--- config.mk ---
export PLATFORM = sky130hd
export DESIGN_NAME = excl_monitor
export DESIGN_NICKNAME = d
export VERILOG_FILES = /design/src/rtl/xmon_pkg.sv /design/src/rtl/xmon_mem.sv /design/src/rtl/xmon_order.sv /design/src/rtl/xmon_resv.sv /design/src/rtl/excl_monitor.sv
export SDC_FILE = /design/constraint.sdc
export NUM_CORES = 2
export LEC_CHECK = 0
export BUFFER_PORTS_ARGS = -buffer_cell sky130_fd_sc_hd__clkbuf_2
export CORE_MARGIN = 5
export CORE_UTILIZATION = 40
export DETAILED_ROUTE_END_ITERATION = 8
export SLEW_MARGIN = 30
export SYNTH_ARGS = -nofsm -noshare
export SYNTH_HDL_FRONTEND = slang
export SYNTH_SLANG_ARGS = --single-unit
--- constraint.sdc ---
create_clock -name clk_i -period 4.95 [get_ports clk_i]
set_input_delay 0.7425 -clock clk_i [delete_from_list [all_inputs] [get_ports clk_i]]
set_output_delay 0.7425 -clock clk_i [all_outputs]
set_load 0.1 [all_outputs]
--- src/rtl/xmon_pkg.sv ---
package xmon_pkg;
  localparam int unsigned LANES  = 8;
  localparam int unsigned LANE_W = 3;
  localparam int unsigned DATA_W = 64;

  typedef enum logic [1:0] {
    OP_LOAD   = 2'd0,
    OP_STORE  = 2'd1,
    OP_XLOAD  = 2'd2,
    OP_XSTORE = 2'd3
  } op_e;

  // byte enables for a naturally aligned access of 2**size bytes
  function automatic logic [LANES-1:0] lane_mask(logic [1:0] size, logic [LANE_W-1:0] lo);
    logic [LANES-1:0]  base;
    logic [LANE_W-1:0] off;
    case (size)
      2'd0:    base = 8'h01;
      2'd1:    base = 8'h03;
      2'd2:    base = 8'h0f;
      default: base = 8'hff;
    endcase
    off = lo & ~((LANE_W'(1) << size) - LANE_W'(1));
    return base << off;
  endfunction
endpackage

--- src/rtl/xmon_mem.sv ---
module xmon_mem import xmon_pkg::*; #(
  parameter int unsigned NUM_PORTS = 3,
  parameter int unsigned DEPTH     = 16,
  localparam int unsigned IDX_W    = $clog2(DEPTH)
) (
  input  logic                               clk_i,
  input  logic                               rst_ni,
  input  logic [NUM_PORTS-1:0]               rd_en_i,
  input  logic [NUM_PORTS-1:0][IDX_W-1:0]    idx_i,
  input  logic [NUM_PORTS-1:0]               we_i,
  input  logic [NUM_PORTS-1:0][LANES-1:0]    be_i,
  input  logic [NUM_PORTS-1:0][DATA_W-1:0]   wdata_i,
  output logic [NUM_PORTS-1:0][DATA_W-1:0]   rdata_o
);
  logic [DATA_W-1:0] mem_q [DEPTH];

  // reads see the array before this cycle's writes; later ports override earlier ones
  always_ff @(posedge clk_i or negedge rst_ni) begin
    if (!rst_ni) begin
      for (int w = 0; w < int'(DEPTH); w++) mem_q[w] <= '0;
      rdata_o <= '0;
    end else begin
      for (int p = 0; p < int'(NUM_PORTS); p++) begin
        if (rd_en_i[p]) rdata_o[p] <= mem_q[idx_i[p]];
      end
      for (int p = 0; p < int'(NUM_PORTS); p++) begin
        for (int b = 0; b < int'(LANES); b++) begin
          if (we_i[p] && be_i[p][b]) mem_q[idx_i[p]][b*8 +: 8] <= wdata_i[p][b*8 +: 8];
        end
      end
    end
  end
endmodule

--- src/rtl/xmon_order.sv ---
module xmon_order #(
  parameter int unsigned NUM_PORTS = 3,
  parameter int unsigned BLK_W     = 13
) (
  input  logic [NUM_PORTS-1:0]            is_st_i,
  input  logic [NUM_PORTS-1:0]            is_xs_i,
  input  logic [NUM_PORTS-1:0]            res_valid_i,
  input  logic [NUM_PORTS-1:0][BLK_W-1:0] res_blk_i,
  input  logic [NUM_PORTS-1:0][BLK_W-1:0] req_blk_i,
  input  logic                            snp_valid_i,
  input  logic [BLK_W-1:0]                snp_blk_i,
  output logic [NUM_PORTS-1:0]            pass_o,
  output logic [NUM_PORTS-1:0]            wr_eff_o
);
  // snoop first, then ports in ascending index
  always_comb begin
    logic [NUM_PORTS-1:0] wr;
    logic [NUM_PORTS-1:0] ok;
    logic                 blocked;
    wr = '0;
    ok = '0;
    for (int i = 0; i < int'(NUM_PORTS); i++) begin
      blocked = snp_valid_i && (snp_blk_i == req_blk_i[i]);
      for (int j = 0; j < i; j++) begin
        if (wr[j] && (req_blk_i[j] == req_blk_i[i])) blocked = 1'b1;
      end
      ok[i] = is_xs_i[i] && res_valid_i[i] && (res_blk_i[i] == req_blk_i[i]) && !blocked;
      wr[i] = is_st_i[i] || ok[i];
    end
    pass_o   = ok;
    wr_eff_o = wr;
  end
endmodule

--- src/rtl/xmon_resv.sv ---
module xmon_resv #(
  parameter int unsigned NUM_PORTS = 3,
  parameter int unsigned BLK_W     = 13,
  parameter int unsigned PORT_ID   = 0
) (
  input  logic                            clk_i,
  input  logic                            rst_ni,
  input  logic                            is_xl_i,
  input  logic                            is_xs_i,
  input  logic [BLK_W-1:0]                req_blk_i,
  input  logic [NUM_PORTS-1:0]            wr_eff_i,
  input  logic [NUM_PORTS-1:0][BLK_W-1:0] wr_blk_i,
  input  logic                            snp_valid_i,
  input  logic [BLK_W-1:0]                snp_blk_i,
  output logic                            res_valid_o,
  output logic [BLK_W-1:0]                res_blk_o
);
  logic hit_res, hit_req;

  // writes by anyone but this port
  always_comb begin
    hit_res = snp_valid_i && (snp_blk_i == res_blk_o);
    hit_req = snp_valid_i && (snp_blk_i == req_blk_i);
    for (int j = 0; j < int'(NUM_PORTS); j++) begin
      if (j != int'(PORT_ID) && wr_eff_i[j]) begin
        if (wr_blk_i[j] == res_blk_o) hit_res = 1'b1;
        if (wr_blk_i[j] == req_blk_i) hit_req = 1'b1;
      end
    end
  end

  always_ff @(posedge clk_i or negedge rst_ni) begin
    if (!rst_ni) begin
      res_valid_o <= 1'b0;
      res_blk_o   <= '0;
    end else if (is_xl_i) begin
      res_valid_o <= !hit_req;
      res_blk_o   <= req_blk_i;
    end else if (is_xs_i || hit_res) begin
      res_valid_o <= 1'b0;
    end
  end

  // exclusive store always consumes the reservation
  p_xs_clears_r8: assert property (@(posedge clk_i) disable iff (!rst_ni)
    is_xs_i |=> !res_valid_o);

  // foreign write on the reserved block drops it
  p_foreign_clear_r9: assert property (@(posedge clk_i) disable iff (!rst_ni)
    (!is_xl_i && res_valid_o && hit_res) |=> !res_valid_o);

  // a new exclusive load retargets the reservation
  p_rearm_r7: assert property (@(posedge clk_i) disable iff (!rst_ni)
    is_xl_i |=> (res_blk_o == $past(req_blk_i)));
endmodule

--- src/rtl/excl_monitor.sv ---
module excl_monitor import xmon_pkg::*; #(
  parameter int unsigned NUM_PORTS = 3,
  parameter int unsigned ADDR_W    = 16,
  parameter int unsigned DEPTH     = 16,
  localparam int unsigned BLK_W    = ADDR_W - LANE_W,
  localparam int unsigned IDX_W    = $clog2(DEPTH)
) (
  input  logic                              clk_i,
  input  logic                              rst_ni,
  input  logic [NUM_PORTS-1:0]              req_valid_i,
  input  logic [NUM_PORTS-1:0][1:0]         req_type_i,
  input  logic [NUM_PORTS-1:0][ADDR_W-1:0]  req_addr_i,
  input  logic [NUM_PORTS-1:0][1:0]         req_size_i,
  input  logic [NUM_PORTS-1:0][DATA_W-1:0]  req_wdata_i,
  input  logic                              snoop_valid_i,
  input  logic [BLK_W-1:0]                  snoop_blk_i,
  output logic [NUM_PORTS-1:0]              rvalid_o,
  output logic [NUM_PORTS-1:0][DATA_W-1:0]  rdata_o,
  output logic [NUM_PORTS-1:0]              xs_valid_o,
  output logic [NUM_PORTS-1:0]              xs_fail_o
);
  logic [NUM_PORTS-1:0]              is_ld, is_st, is_xl, is_xs;
  logic [NUM_PORTS-1:0][BLK_W-1:0]   req_blk, res_blk;
  logic [NUM_PORTS-1:0][IDX_W-1:0]   mem_idx;
  logic [NUM_PORTS-1:0][LANES-1:0]   mem_be;
  logic [NUM_PORTS-1:0]              res_valid, pass, wr_eff;

  always_comb begin
    op_e op;
    for (int i = 0; i < int'(NUM_PORTS); i++) begin
      op         = op_e'(req_type_i[i]);
      is_ld[i]   = req_valid_i[i] && (op == OP_LOAD || op == OP_XLOAD);
      is_st[i]   = req_valid_i[i] && (op == OP_STORE);
      is_xl[i]   = req_valid_i[i] && (op == OP_XLOAD);
      is_xs[i]   = req_valid_i[i] && (op == OP_XSTORE);
      req_blk[i] = req_addr_i[i][ADDR_W-1:LANE_W];
      mem_idx[i] = req_addr_i[i][LANE_W +: IDX_W];
      mem_be[i]  = lane_mask(req_size_i[i], req_addr_i[i][LANE_W-1:0]);
    end
  end

  xmon_order #(.NUM_PORTS(NUM_PORTS), .BLK_W(BLK_W)) u_order (
    .is_st_i     (is_st),
    .is_xs_i     (is_xs),
    .res_valid_i (res_valid),
    .res_blk_i   (res_blk),
    .req_blk_i   (req_blk),
    .snp_valid_i (snoop_valid_i),
    .snp_blk_i   (snoop_blk_i),
    .pass_o      (pass),
    .wr_eff_o    (wr_eff)
  );

  for (genvar g = 0; g < int'(NUM_PORTS); g++) begin : g_resv
    xmon_resv #(.NUM_PORTS(NUM_PORTS), .BLK_W(BLK_W), .PORT_ID(g)) u_resv (
      .clk_i       (clk_i),
      .rst_ni      (rst_ni),
      .is_xl_i     (is_xl[g]),
      .is_xs_i     (is_xs[g]),
      .req_blk_i   (req_blk[g]),
      .wr_eff_i    (wr_eff),
      .wr_blk_i    (req_blk),
      .snp_valid_i (snoop_valid_i),
      .snp_blk_i   (snoop_blk_i),
      .res_valid_o (res_valid[g]),
      .res_blk_o   (res_blk[g])
    );
  end

  xmon_mem #(.NUM_PORTS(NUM_PORTS), .DEPTH(DEPTH)) u_mem (
    .clk_i   (clk_i),
    .rst_ni  (rst_ni),
    .rd_en_i (is_ld),
    .idx_i   (mem_idx),
    .we_i    (wr_eff),
    .be_i    (mem_be),
    .wdata_i (req_wdata_i),
    .rdata_o (rdata_o)
  );

  always_ff @(posedge clk_i or negedge rst_ni) begin
    if (!rst_ni) begin
      rvalid_o   <= '0;
      xs_valid_o <= '0;
      xs_fail_o  <= '0;
    end else begin
      rvalid_o   <= is_ld;
      xs_valid_o <= is_xs;
      xs_fail_o  <= is_xs & ~pass;
    end
  end

  for (genvar g = 0; g < int'(NUM_PORTS); g++) begin : g_chk
    // every load answered next cycle, no stall
    p_load_resp_r1: assert property (@(posedge clk_i) disable iff (!rst_ni)
      is_ld[g] |=> rvalid_o[g]);
    // status exactly one cycle after an exclusive store
    p_xs_resp_r4: assert property (@(posedge clk_i) disable iff (!rst_ni)
      is_xs[g] |=> xs_valid_o[g]);
    p_xs_quiet_r4: assert property (@(posedge clk_i) disable iff (!rst_ni)
      !is_xs[g] |=> !xs_valid_o[g]);
    // a pass needs a live reservation on the same block
    p_pass_needs_res_r3: assert property (@(posedge clk_i) disable iff (!rst_ni)
      (xs_valid_o[g] && !xs_fail_o[g]) |-> $past(res_valid[g] && res_blk[g] == req_blk[g]));
    for (genvar h = g + 1; h < int'(NUM_PORTS); h++) begin : g_pair
      // at most one exclusive store wins a block per cycle
      p_one_winner_r10: assert property (@(posedge clk_i) disable iff (!rst_ni)
        !(pass[g] && pass[h] && req_blk[g] == req_blk[h]));
    end
  end
endmodule

==> impl_metrics.yaml <==
synth:
  synth_seq_cells: 1267
  ys.flop_type: "dfrtp_1"
  yosysSeqAreaShare: 0.312
  synth_edf_count: 0
  synth_cell_types: 62
  syn_area_per_cell_sq_um: 12.5
  yosys_warnings: 0
  synthArstFlopShare: 1.00
  syn_area_sq_um: 102000
  synth_nets: 8423
  synthCells: 8152
power:
  power_density_nw_per_um2: 382
  p_leak_nw: 47.0
  ir_drop_mv: 0.414
setup_path:
  rrSetupSlack_ps: 700
  end_kind: "flip-flop"
  arrival_ps: 4980
  required_ps: 5680
  cp-start-kind: "flip-flop"
  r2r-start: "g_resv[0].u_resv.res_blk_o[7]"
  path_class: "flip-flop to flip-flop"
  r2r-end: "u_mem.mem_q[106]"
  critical_path.max_fanout: 69
  reg2regPathDepth: 10
route:
  drt_iter0_drc: 13253
  routedWlPerCell_um: 39.1
  routed_via_density: 7.33
  firstDrtPassIters: 6
  vias: 86964
  remaining_drc_errors: 0
  ant_nets: 0
  routed_wl_mm: 463
clock_tree:
  clock-root-buffer: "clkbuf_16"
  cts.htree.levels: 4
  clkLatencyLatePin_ps: 890
  cts_tree: "yes"
  cts_max_path_buffers: 3
  ctsResizeCount: 0
  cts.clk_slew.worst_paths_ps: 60
  numCtsBuffers: 160
  cts.sinks: 1267
die:
  initial_core_util: 0.401
  dieHeight_um: 514
  dieWidth_um: 514
  rows: 185
  die_area_sq_um: 264000
  io_pins: 472
  fp.coreArea_sq_um: 253000
place:
  place_ws_ps: 299
  hpwl_mm: 312
  portBuffers: 471
  gp_congestion: 0.972
hold_path:
  min_path_cells: 2
  holdPathEnd: "g_resv[1].u_resv.res_blk_o[1]"
  worstHoldStart: "req_addr_i[20]"
  hold_class: "input pin to flip-flop"
timing:
  slew_violations: 0
  setup_tns_ps: 0
  fin_crit_ps: 4250
  worstMarginPinSlew_ps: 1150
  min_period_over_period: 0.858
  slew_headroom: 0.232
  max_freq_ghz: 0.236
  finalWorstSetupSlack_ps: 704
  finClkSkew_ps: 49.7
  hold_violations: 0
  setup_viol: 0
  rsz0062_at_grt: "no"
grt:
  grt_max_degree: 129
  antenna_found_initial: 43
  grt_first_pass_wirelength_mm: 654
  grt_pass1_vias: 85548
  grt_usage: 0.340
  grt-ovfl-total: 0
finish:
  final_common_cell: "dfrtp_1"
  final_cell_mix: "1267 x dfrtp_1, 1118 x mux2_1, 1024 x a32o_1"
  nFillCells: 22809
  syn_to_final_growth_pct: 13.4
  fin_nets: 8603
  drive_gt1_frac: 0.358
run:
  max_cap_viol_count: 0
status:
  outcome: "finished clean"
power by group:
group | internal, mW | switching, mW
Sequential | 12.7 | 2.39
Combinational | 6.94 | 9.22
Clock | 7.42 | 5.33
cell usage after synthesis (47+ instances only):
| cell | instances | area share |
|---|---|---|
| dfrtp_1 | 1267 | 0.31 |
| mux2_1 | 1118 | 0.12 |
| a32o_1 | 1024 | 0.10 |
| mux4_2 | 960 | 0.21 |
| clkbuf_1 | 679 | 0.025 |
| mux2_2 | 425 | 0.047 |
| nand2_1 | 423 | 0.016 |
| mux2i_1 | 368 | 0.036 |
| o21ai_1 | 359 | 0.018 |
| nand3_1 | 274 | 0.013 |
| buf_1 | 184 | 0.0068 |
| xnor2_1 | 145 | 0.012 |
| buf_2 | 108 | 0.0053 |
| nor2_1 | 105 | 0.0039 |
| xor2_1 | 86 | 0.0074 |
| a21oi_2 | 82 | 0.0071 |
| nor3_2 | 82 | 0.0081 |
| and2_1 | 74 | 0.0046 |
| o211ai_2 | 59 | 0.0073 |
| nand4_1 | 47 | 0.0029 |
logic make-up (layout without fill, tap and decap cells):
family	Yosys count	count (layout)	synth area share
xor gates and xnor gates	231	231	0.0199
AOI/OAI and AO/OA	1692	1692	0.154
and+or+nand+nor	1082	1082	0.0533
buffers and inverters	1009	1318	0.0404
other	0	30	0
muxes	2871	2871	0.420
DFF	1267	1267	0.312
area by class of cell:
type                       instances  area (sq um)  share of cell area
clock inverter                    62           965             0.00837
clock buffer                     229          4610              0.0401
multi-input combinational       5876         66300               0.576
sequential                      1267         31700               0.275
antenna                           30          75.1            0.000652
timing repair buffer            1019          7280              0.0632
inverter                           8          30.0            0.000261
tap                             3366          4210              0.0366
metal layers:
metal | wire (um) | global-route usage
met1 | 171000 | 0.436
met2 | 199000 | 0.495
met3 | 60800 | 0.122
met4 | 32300 | 0.199
met5 | 183 | 0
what timing repair did:
action	CTS	global route
endpoints found under the hold margin	37	0
setup buffers	0	0
hold buffers	1	0
worst max-delay path by stage:
stage	start	endpoint	cells after the start
CTS	g_resv[0].u_resv.res_blk_o[7]	u_mem.mem_q[106]	10
global placement	req_addr_i[22]	u_mem.mem_q[343]	7
finish	g_resv[0].u_resv.res_blk_o[7]	u_mem.mem_q[106]	10
global route	g_resv[0].u_resv.res_blk_o[7]	u_mem.mem_q[744]	10
floorplan	req_addr_i[4]	u_mem.rdata_o[4]	8
detailed placement	req_addr_i[6]	u_mem.mem_q[391]	11
critical path, cell delays in order, from the launching register on:
cell and delay [ps]:
dfrtp_1 500, xnor2_1 260, nand4_1 120, or4_1 620, o21ai_4 410, buf_12 350
buf_4 340, nand3_1 420, a32o_1 380, mux2_1 300, mux2_1 290
sequential cells by signal, summed over array words and instances, names as in the netlist:
name / flops
u_mem.mem_q: 1024
rvalid_o: 3
g_resv.u_resv.res_blk_o: 39
xs_fail_o: 3
u_mem.rdata_o: 192
xs_valid_o: 3
g_resv.u_resv.res_valid_o: 3
metrics by stage:
stage                     instance area [sq um]  hold slack (ps)  total power [mW]  instances   util
after detailed placement                 109000              494              31.0      11532  0.432
final                                    115000              178              44.0      11857  0.454
after CTS                                115000              124              43.8      11824  0.454
after global routing                     115000              164              45.4      11838  0.454
after global placement                   109000              492              30.4      11528  0.431
after floorplan                          102000              447              26.6       8152      -
(Power assumes the default switching activity.)
